File: src/rtl/bsw_pkg.sv
// Shared definitions for the SRAM self-test scan register wrapper.
// Assumes the staged field set is enable, mode, source select and segment insert.
package bsw_pkg;

    typedef enum logic {
        SRC_CPU  = 1'b0,
        SRC_SCAN = 1'b1
    } ctl_src_e;

    // Capture-only status bits appended above the staged fields (done, fail).
    localparam int unsigned STAT_BITS = 2;

    // Width of the staged fields: enable + mode + source select + insert.
    function automatic int unsigned stage_width(input int unsigned mode_w);
        return mode_w + 3;
    endfunction

endpackage

File: src/rtl/bsw_shift_seg.sv
// Capture/shift cell chain for one scan segment.
// Bit 0 is nearest the serial output; si enters at bit W-1.
// Assumes W >= 2 and that cap and shf are never high together.
// GATED=0: cells run on the free-running clock with strobe enables.
// GATED=1: cells run on a clock gated by a low-phase latch of the strobes.
module bsw_shift_seg #(
    parameter int unsigned W     = 8,
    parameter bit          GATED = 1'b0
) (
    input  logic         clk,
    input  logic         rst_n,
    input  logic         cap,
    input  logic         shf,
    input  logic         si,
    input  logic [W-1:0] cap_val,
    output logic         so,
    output logic [W-1:0] q
);

    logic [W-1:0] nxt;

    // Next cell contents: shift toward bit 0, or parallel capture.
    always_comb begin
        if (shf) begin
            nxt = {si, q[W-1:1]};
        end else begin
            nxt = cap_val;
        end
    end

    generate
        if (GATED) begin : g_gated
            logic gate;
            logic dclk;

            // Hold the gate open only while a strobe or reset is active; sampled in the low phase.
            always_latch begin
                if (!clk) begin
                    gate <= cap | shf | ~rst_n;
                end
            end

            assign dclk = clk & gate;

            // Cells clocked only when gated clock pulses.
            always_ff @(posedge dclk) begin
                if (!rst_n) begin
                    q <= '0;
                end else begin
                    q <= nxt;
                end
            end
        end else begin : g_sync
            // Cells load on the free-running clock when a strobe is present.
            always_ff @(posedge clk) begin
                if (!rst_n) begin
                    q <= '0;
                end else if (cap | shf) begin
                    q <= nxt;
                end
            end

            p_idle_hold_r2 : assert property (@(posedge clk) disable iff (!rst_n)
                (!cap && !shf) |=> $stable(q))
                else $error("shift cells moved without a strobe");

            p_strobe_excl_r2 : assert property (@(posedge clk) disable iff (!rst_n)
                !(cap && shf))
                else $error("capture and shift together");
        end
    endgenerate

    assign so = q[0];

endmodule

File: src/rtl/bsw_update_stage.sv
// Update register that holds staged values between scans.
// NEG=1 loads on the falling clock edge (gated-clock TAP style).
// Assumes upd is high for one cycle per scan, after the shifting ends.
module bsw_update_stage #(
    parameter int unsigned   W   = 4,
    parameter logic [W-1:0]  RST = '0,
    parameter bit            NEG = 1'b0
) (
    input  logic         clk,
    input  logic         rst_n,
    input  logic         upd,
    input  logic [W-1:0] d,
    output logic [W-1:0] q
);

    logic uclk;

    generate
        if (NEG) begin : g_neg
            assign uclk = ~clk;
        end else begin : g_pos
            assign uclk = clk;
        end
    endgenerate

    // Load staged values only on update; reset to the disabled word.
    always_ff @(posedge uclk) begin
        if (!rst_n) begin
            q <= RST;
        end else if (upd) begin
            q <= d;
        end
    end

    p_reset_val_r1 : assert property (@(posedge uclk)
        !rst_n |=> (q == RST))
        else $error("staged value not at reset word");

    p_upd_only_r4 : assert property (@(posedge uclk) disable iff (!rst_n)
        !upd |=> $stable(q))
        else $error("staged value changed without update");

endmodule

File: src/rtl/bsw_src_mux.sv
// Control-source select with one extra clock of delay after update,
// and the mux that hands enable/mode to the engine from CPU or scan.
// Assumes stg_* come from the update stage clocked on the same edge.
module bsw_src_mux
    import bsw_pkg::*;
#(
    parameter int unsigned MODE_W = 2,
    parameter bit          NEG    = 1'b0
) (
    input  logic              clk,
    input  logic              rst_n,
    input  logic              stg_sel,
    input  logic              stg_en,
    input  logic [MODE_W-1:0] stg_mode,
    input  logic              cpu_en,
    input  logic [MODE_W-1:0] cpu_mode,
    output logic              act_en,
    output logic [MODE_W-1:0] act_mode,
    output logic              src_scan
);

    logic     uclk;
    ctl_src_e src_q;

    generate
        if (NEG) begin : g_neg
            assign uclk = ~clk;
        end else begin : g_pos
            assign uclk = clk;
        end
    endgenerate

    // Delay the staged select by one full clock so other fields settle first.
    always_ff @(posedge uclk) begin
        if (!rst_n) begin
            src_q <= SRC_CPU;
        end else begin
            src_q <= stg_sel ? SRC_SCAN : SRC_CPU;
        end
    end

    // Route the selected source to the engine.
    always_comb begin
        if (src_q == SRC_SCAN) begin
            act_en   = stg_en;
            act_mode = stg_mode;
        end else begin
            act_en   = cpu_en;
            act_mode = cpu_mode;
        end
    end

    assign src_scan = (src_q == SRC_SCAN);

    p_src_lag_r5 : assert property (@(posedge uclk) disable iff (!rst_n)
        $rose(stg_sel) |-> !src_scan)
        else $error("source switched in the update cycle");

    p_switch_settled_r6 : assert property (@(posedge uclk) disable iff (!rst_n)
        $rose(src_scan) |-> $stable({stg_en, stg_mode}))
        else $error("staged fields moved at source switch");

endmodule

File: src/rtl/sram_bist_tdr_wrap.sv
// Top of the scan register wrapper around the SRAM self-test engine.
// Scan path: tdi -> [diagnostic segment if inserted] -> control segment -> tdo.
// Assumes strobes are already qualified for this register by the TAP.
// The CPU write port is synchronous to tck.
module sram_bist_tdr_wrap
    import bsw_pkg::*;
#(
    parameter bit          GATED_TCK = 1'b0,
    parameter int unsigned MODE_W    = 2,
    parameter int unsigned ADDR_W    = 13,
    parameter int unsigned DATA_W    = 16
) (
    input  logic              tck,
    input  logic              tlr_n,
    input  logic              capture_en,
    input  logic              shift_en,
    input  logic              update_en,
    input  logic              tdi,
    output logic              tdo,
    input  logic              cpu_we,
    input  logic              cpu_enable,
    input  logic [MODE_W-1:0] cpu_mode,
    input  logic              bist_done,
    input  logic              bist_fail,
    input  logic [ADDR_W-1:0] fail_addr,
    input  logic [DATA_W-1:0] fail_data,
    output logic              bist_enable,
    output logic [MODE_W-1:0] bist_mode,
    output logic              ctl_src_scan
);

    localparam int unsigned STG_W   = stage_width(MODE_W);
    localparam int unsigned CTRL_W  = STG_W + STAT_BITS;
    localparam int unsigned DIAG_W  = ADDR_W + DATA_W;
    localparam int unsigned EN_BIT  = 0;
    localparam int unsigned MUX_BIT = MODE_W + 1;
    localparam int unsigned SEG_BIT = MODE_W + 2;

    logic [STG_W-1:0]  stg_q;
    logic [CTRL_W-1:0] ctrl_q;
    logic [DIAG_W-1:0] diag_q;
    logic              seg_ins;
    logic              diag_so;
    logic              ctrl_si;
    logic              cpu_en_q;
    logic [MODE_W-1:0] cpu_mode_q;

    assign seg_ins = stg_q[SEG_BIT];
    assign ctrl_si = seg_ins ? diag_so : tdi;

    // CPU-side control register, written by the CPU port.
    always_ff @(posedge tck) begin
        if (!tlr_n) begin
            cpu_en_q   <= 1'b0;
            cpu_mode_q <= '0;
        end else if (cpu_we) begin
            cpu_en_q   <= cpu_enable;
            cpu_mode_q <= cpu_mode;
        end
    end

    bsw_shift_seg #(
        .W     (DIAG_W),
        .GATED (GATED_TCK)
    ) u_diag (
        .clk     (tck),
        .rst_n   (tlr_n),
        .cap     (capture_en & seg_ins),
        .shf     (shift_en & seg_ins),
        .si      (tdi),
        .cap_val ({fail_data, fail_addr}),
        .so      (diag_so),
        .q       (diag_q)
    );

    bsw_shift_seg #(
        .W     (CTRL_W),
        .GATED (GATED_TCK)
    ) u_ctrl (
        .clk     (tck),
        .rst_n   (tlr_n),
        .cap     (capture_en),
        .shf     (shift_en),
        .si      (ctrl_si),
        .cap_val ({bist_fail, bist_done, stg_q}),
        .so      (tdo),
        .q       (ctrl_q)
    );

    bsw_update_stage #(
        .W   (STG_W),
        .RST ('0),
        .NEG (GATED_TCK)
    ) u_stage (
        .clk   (tck),
        .rst_n (tlr_n),
        .upd   (update_en),
        .d     (ctrl_q[STG_W-1:0]),
        .q     (stg_q)
    );

    bsw_src_mux #(
        .MODE_W (MODE_W),
        .NEG    (GATED_TCK)
    ) u_src (
        .clk      (tck),
        .rst_n    (tlr_n),
        .stg_sel  (stg_q[MUX_BIT]),
        .stg_en   (stg_q[EN_BIT]),
        .stg_mode (stg_q[MODE_W:1]),
        .cpu_en   (cpu_en_q),
        .cpu_mode (cpu_mode_q),
        .act_en   (bist_enable),
        .act_mode (bist_mode),
        .src_scan (ctl_src_scan)
    );

    p_strobes_r4 : assert property (@(posedge tck) disable iff (!tlr_n)
        $onehot0({capture_en, shift_en, update_en}))
        else $error("more than one scan strobe");

    p_seg_stable_r9 : assert property (@(posedge tck) disable iff (!tlr_n)
        shift_en |-> $stable(seg_ins))
        else $error("path length changed during shift");

    generate
        if (!GATED_TCK) begin : g_sync_chk
            p_cpu_hold_r7 : assert property (@(posedge tck) disable iff (!tlr_n)
                (!ctl_src_scan && !stg_q[MUX_BIT] && !cpu_we) |=> $stable({bist_enable, bist_mode}))
                else $error("engine controls moved while CPU holds them");

            p_stat_capture_r2 : assert property (@(posedge tck) disable iff (!tlr_n)
                $past(capture_en) |-> (ctrl_q[CTRL_W-1:STG_W] == $past({bist_fail, bist_done})))
                else $error("status bits not captured");

            p_diag_capture_r10 : assert property (@(posedge tck) disable iff (!tlr_n)
                $past(capture_en && seg_ins) |-> (diag_q == $past({fail_data, fail_addr})))
                else $error("diagnostic segment not captured");
        end
    endgenerate

endmodule

File: config.mk
export PLATFORM = sky130hd
export DESIGN_NAME = sram_bist_tdr_wrap
export DESIGN_NICKNAME = d
export VERILOG_FILES = /design/src/rtl/bsw_pkg.sv /design/src/rtl/bsw_shift_seg.sv /design/src/rtl/bsw_update_stage.sv /design/src/rtl/bsw_src_mux.sv /design/src/rtl/sram_bist_tdr_wrap.sv
export SDC_FILE = /design/constraint.sdc
export NUM_CORES = 1
export LEC_CHECK = 0
export BUFFER_PORTS_ARGS = -buffer_cell sky130_fd_sc_hd__buf_4
export CORE_MARGIN = 5
export CORE_UTILIZATION = 35
export DETAILED_ROUTE_END_ITERATION = 10
export MAX_ROUTING_LAYER = met4
export PLACE_DENSITY_LB_ADDON = 0.15
export SLEW_MARGIN = 20
export SYNTH_ARGS = -nofsm -noshare
export SYNTH_HDL_FRONTEND = slang
export SYNTH_SLANG_ARGS = --single-unit
File: constraint.sdc
create_clock -name tck -period 1.6 [get_ports tck]
set_input_delay 0.16 -clock tck [delete_from_list [all_inputs] [get_ports tck]]
set_output_delay 0.16 -clock tck [all_outputs]
set_load 0.01 [all_outputs]
==> results.sh <==
export IMPL_required_ns=1.44
export IMPL_min_path_type="in2reg"
export IMPL_netlist_area_leader_share_pct=44.92
export IMPL_stdcell_area_sq_um=2456
export IMPL_route_detailed_drc=0
export IMPL_synth_compound_area_share_pct=22.33
export IMPL_cts_tree="yes"
export IMPL_wire_per_inst_um=12.00
export IMPL_slew_viol_final=0
export IMPL_synthAdderAreaFrac_pct=0
export IMPL_slew_limit_headroom_pct=76.45
export IMPL_setup_viol=0
export IMPL_grt_overflow_total=0
export IMPL_cap_viol_max_count=0
export IMPL_clock_path_buffers=2
export IMPL_critPathLaunchType="flip-flop"
export IMPL_post_cts_buffers=0
export IMPL_coreArea_sq_um=5540
export IMPL_grt_pass1_vias=1662
export IMPL_endpoint_kind="output pin"
export IMPL_avgSynthCellArea_sq_um=8.645
export IMPL_tightest_slew_ns=0.3532
export IMPL_syn_num_nets=273
export IMPL_max_stage_delay_ns=0.41
export IMPL_tritoncts_num_buffers=5
export IMPL_muxShareOfSynthArea_pct=9.732
export IMPL_portBuffers=45
export IMPL_crit_type="reg2out"
export IMPL_drive_gt1_share_pct=23.42
export IMPL_die_area_sq_um=7344
export IMPL_ys_warn_count=0
export IMPL_crit_fanout=4
export IMPL_outcome="complete, no violations"
export IMPL_n_antenna_cell=0
export IMPL_clk_latency_ns=0.29
export IMPL_p_per_area_nw_per_um2=852.5
export IMPL_path_clk_slew_ns=0.08
export IMPL_synth_yosys_seq_area_share_pct=44.92
export IMPL_initialDrtViolationCount=115
export IMPL_grt_max_degree=43
export IMPL_netlist_area_sq_um=2006
export IMPL_crit_slowest_cell="dfxtp_1"
export IMPL_r2r_cells=3
export IMPL_grt_setup_unrepaired="false"
export IMPL_finalHoldViolations=0
export IMPL_dp_hpwl_mm=2.839
export IMPL_synth_top_family_by_area="compound AO/OA/AOI/OAI gates"
export IMPL_drt_vias_per_instance=4.815
export IMPL_synth_area_top_cells="dfxtp_1 (45%), a22o_1 (13%), nand2_1 (12%)"
export IMPL_rr_endpoint="u_diag.q[21]"
export IMPL_clock_root_buffer="clkbuf_8"
export IMPL_synth_simple_area_share_pct=17.59
export IMPL_placed_area_sq_um=2355
export IMPL_utilization_pct=44.33
export IMPL_cts_num_sinks=45
export IMPL_h_tree_depth=2
export IMPL_r2r_start="u_stage.q[4]"
export IMPL_clock_skew_ns=0.004713
export IMPL_synth_xor_area_share_pct=0
export IMPL_syn_inst=232
export IMPL_ys_seq_elements=45
export IMPL_io_pins=46
export IMPL_vias=1642
export IMPL_leakage_nw=1.033
export IMPL_antenna_left=0
export IMPL_antenna_found_initial=0
export IMPL_setup_tns_ns=0
export IMPL_postCtsHoldBufs=0
export IMPL_hold_end="cpu_en_q"
export IMPL_grt_first_pass_wirelength_mm=7.362
export IMPL_holdPathStages=3
export IMPL_synth_top_area_cell="dfxtp_1"
export IMPL_period_needed_ns=1.359
export IMPL_ctsResizeCount=0
export IMPL_die_x_um=85.70
export IMPL_peakVddDrop_mv=0.3439
export IMPL_gr_usage_all_layers_pct=12.65
export IMPL_hp_start="cpu_enable"
export IMPL_final_common_cell="nand2_1"
export IMPL_final_cell_mix="nand2_1 (65), buf_4 (49), dfxtp_1 (45), o21ai_0 (35), a22o_1 (29)"
export IMPL_r2r_setup_slack_ns=0.46
export IMPL_wl_mm=4.091
export IMPL_critPathArrivalTime_ns=1.20
export IMPL_gp_congestion=0.7103
export IMPL_area_growth_pct=22.46
export IMPL_worstPathCellList="mux2_2 -> buf_4"
export IMPL_rows=27
export IMPL_start_util_pct=36.20
export IMPL_period_share_pct=84.94
export IMPL_finalNetCount=309
export IMPL_max_freq_mhz=735.8
export IMPL_dieHeight_um=85.70
export IMPL_ys_types=15
export IMPL_dr_pass1_iters=4
==> kinds of logic after synthesis <==
kind of cell	after synthesis
buffers and inverters	20
and+or+nand+nor	82
DFF	45
AOI/OAI and AO/OA	66
muxes	19
==> synth_stat cells <==
| library cell | number |
|---|---|
| and2_1 | 8 |
| nand2_1 | 65 |
| buf_6 | 3 |
| o211a_1 | 1 |
| buf_2 | 6 |
| nor2b_1 | 8 |
| dfxtp_1 | 45 |
| buf_4 | 1 |
| clkbuf_1 | 10 |
| mux2i_1 | 15 |
| o21ai_2 | 1 |
| mux2_2 | 4 |
| a22o_1 | 29 |
| and2_4 | 1 |
| o21ai_0 | 35 |
==> metrics by stage <==
stage	setup slack [ns]	hold slack (ns)	power, mW	std cells
CTS	0.2155	0.1169	2.140	341
detailed placement	0.3256	0.4330	1.380	333
global placement	0.3218	0.4160	1.380	333
global route	0.1782	0.1294	2.202	341
finish	0.2410	0.1278	2.094	341
floorplan	0.4363	0.2882	1.285	232
==> area by class of cell <==
cell class                      count  area (sq um)
Multi-Input combinational cell    167         996.0
Timing Repair Buffer               49         367.9
Clock buffer                        7         96.34
Tap cell                           72         90.09
Sequential cell                    45         900.9
Clock inverter                      1         5.005
Fill cell                         594          3084
==> flip-flops by register name (all words and copies together) (netlist names) <==
signal	cells
u_stage.q	5
cpu_en_q	1
u_ctrl.q	7
u_src.src_scan	1
u_diag.q	29
cpu_mode_q	2
==> layer usage <==
layer,GRT usage (%),up-vias,share of wire (%)
met5,-,-,0
met4,4.317,0,1.3
met3,4.995,6,6.4
met2,19.21,31,44
met1,15.27,739,48
li1,-,866,-
==> report_power, final <==
part	total (mW)	switching (mW)	leakage [nW]	internal [mW]
sequential	1.14	0.00649	0.363	1.13
clock	0.745	0.355	0.0542	0.390
combinational	0.212	0.101	0.615	0.111
total	2.09	0.462	1.03	1.63
==> worst max-delay path, delay by kind of cell (launching register included) <==
kind                   cells  cell delay, ns
flip-flops                 1            0.41
multiplexers               1            0.36
buffers and inverters      1            0.14
==> worst max-delay path by stage <==
| stage | from | to | slack [ns] | depth (start not counted) |
|---|---|---|---|---|
| floorplan | u_stage.q[4] | u_diag.q[10] | 0.44 | 5 |
| global placement | shift_en | u_diag.q[4] | 0.32 | 4 |
| detailed placement | shift_en | u_diag.q[4] | 0.33 | 4 |
| CTS | u_src.src_scan | bist_mode[0] | 0.22 | 2 |
| global route | u_src.src_scan | bist_enable | 0.18 | 2 |
| finish | u_src.src_scan | bist_mode[0] | 0.24 | 2 |
No activity file was read; power rests on OpenSTA's default activity.
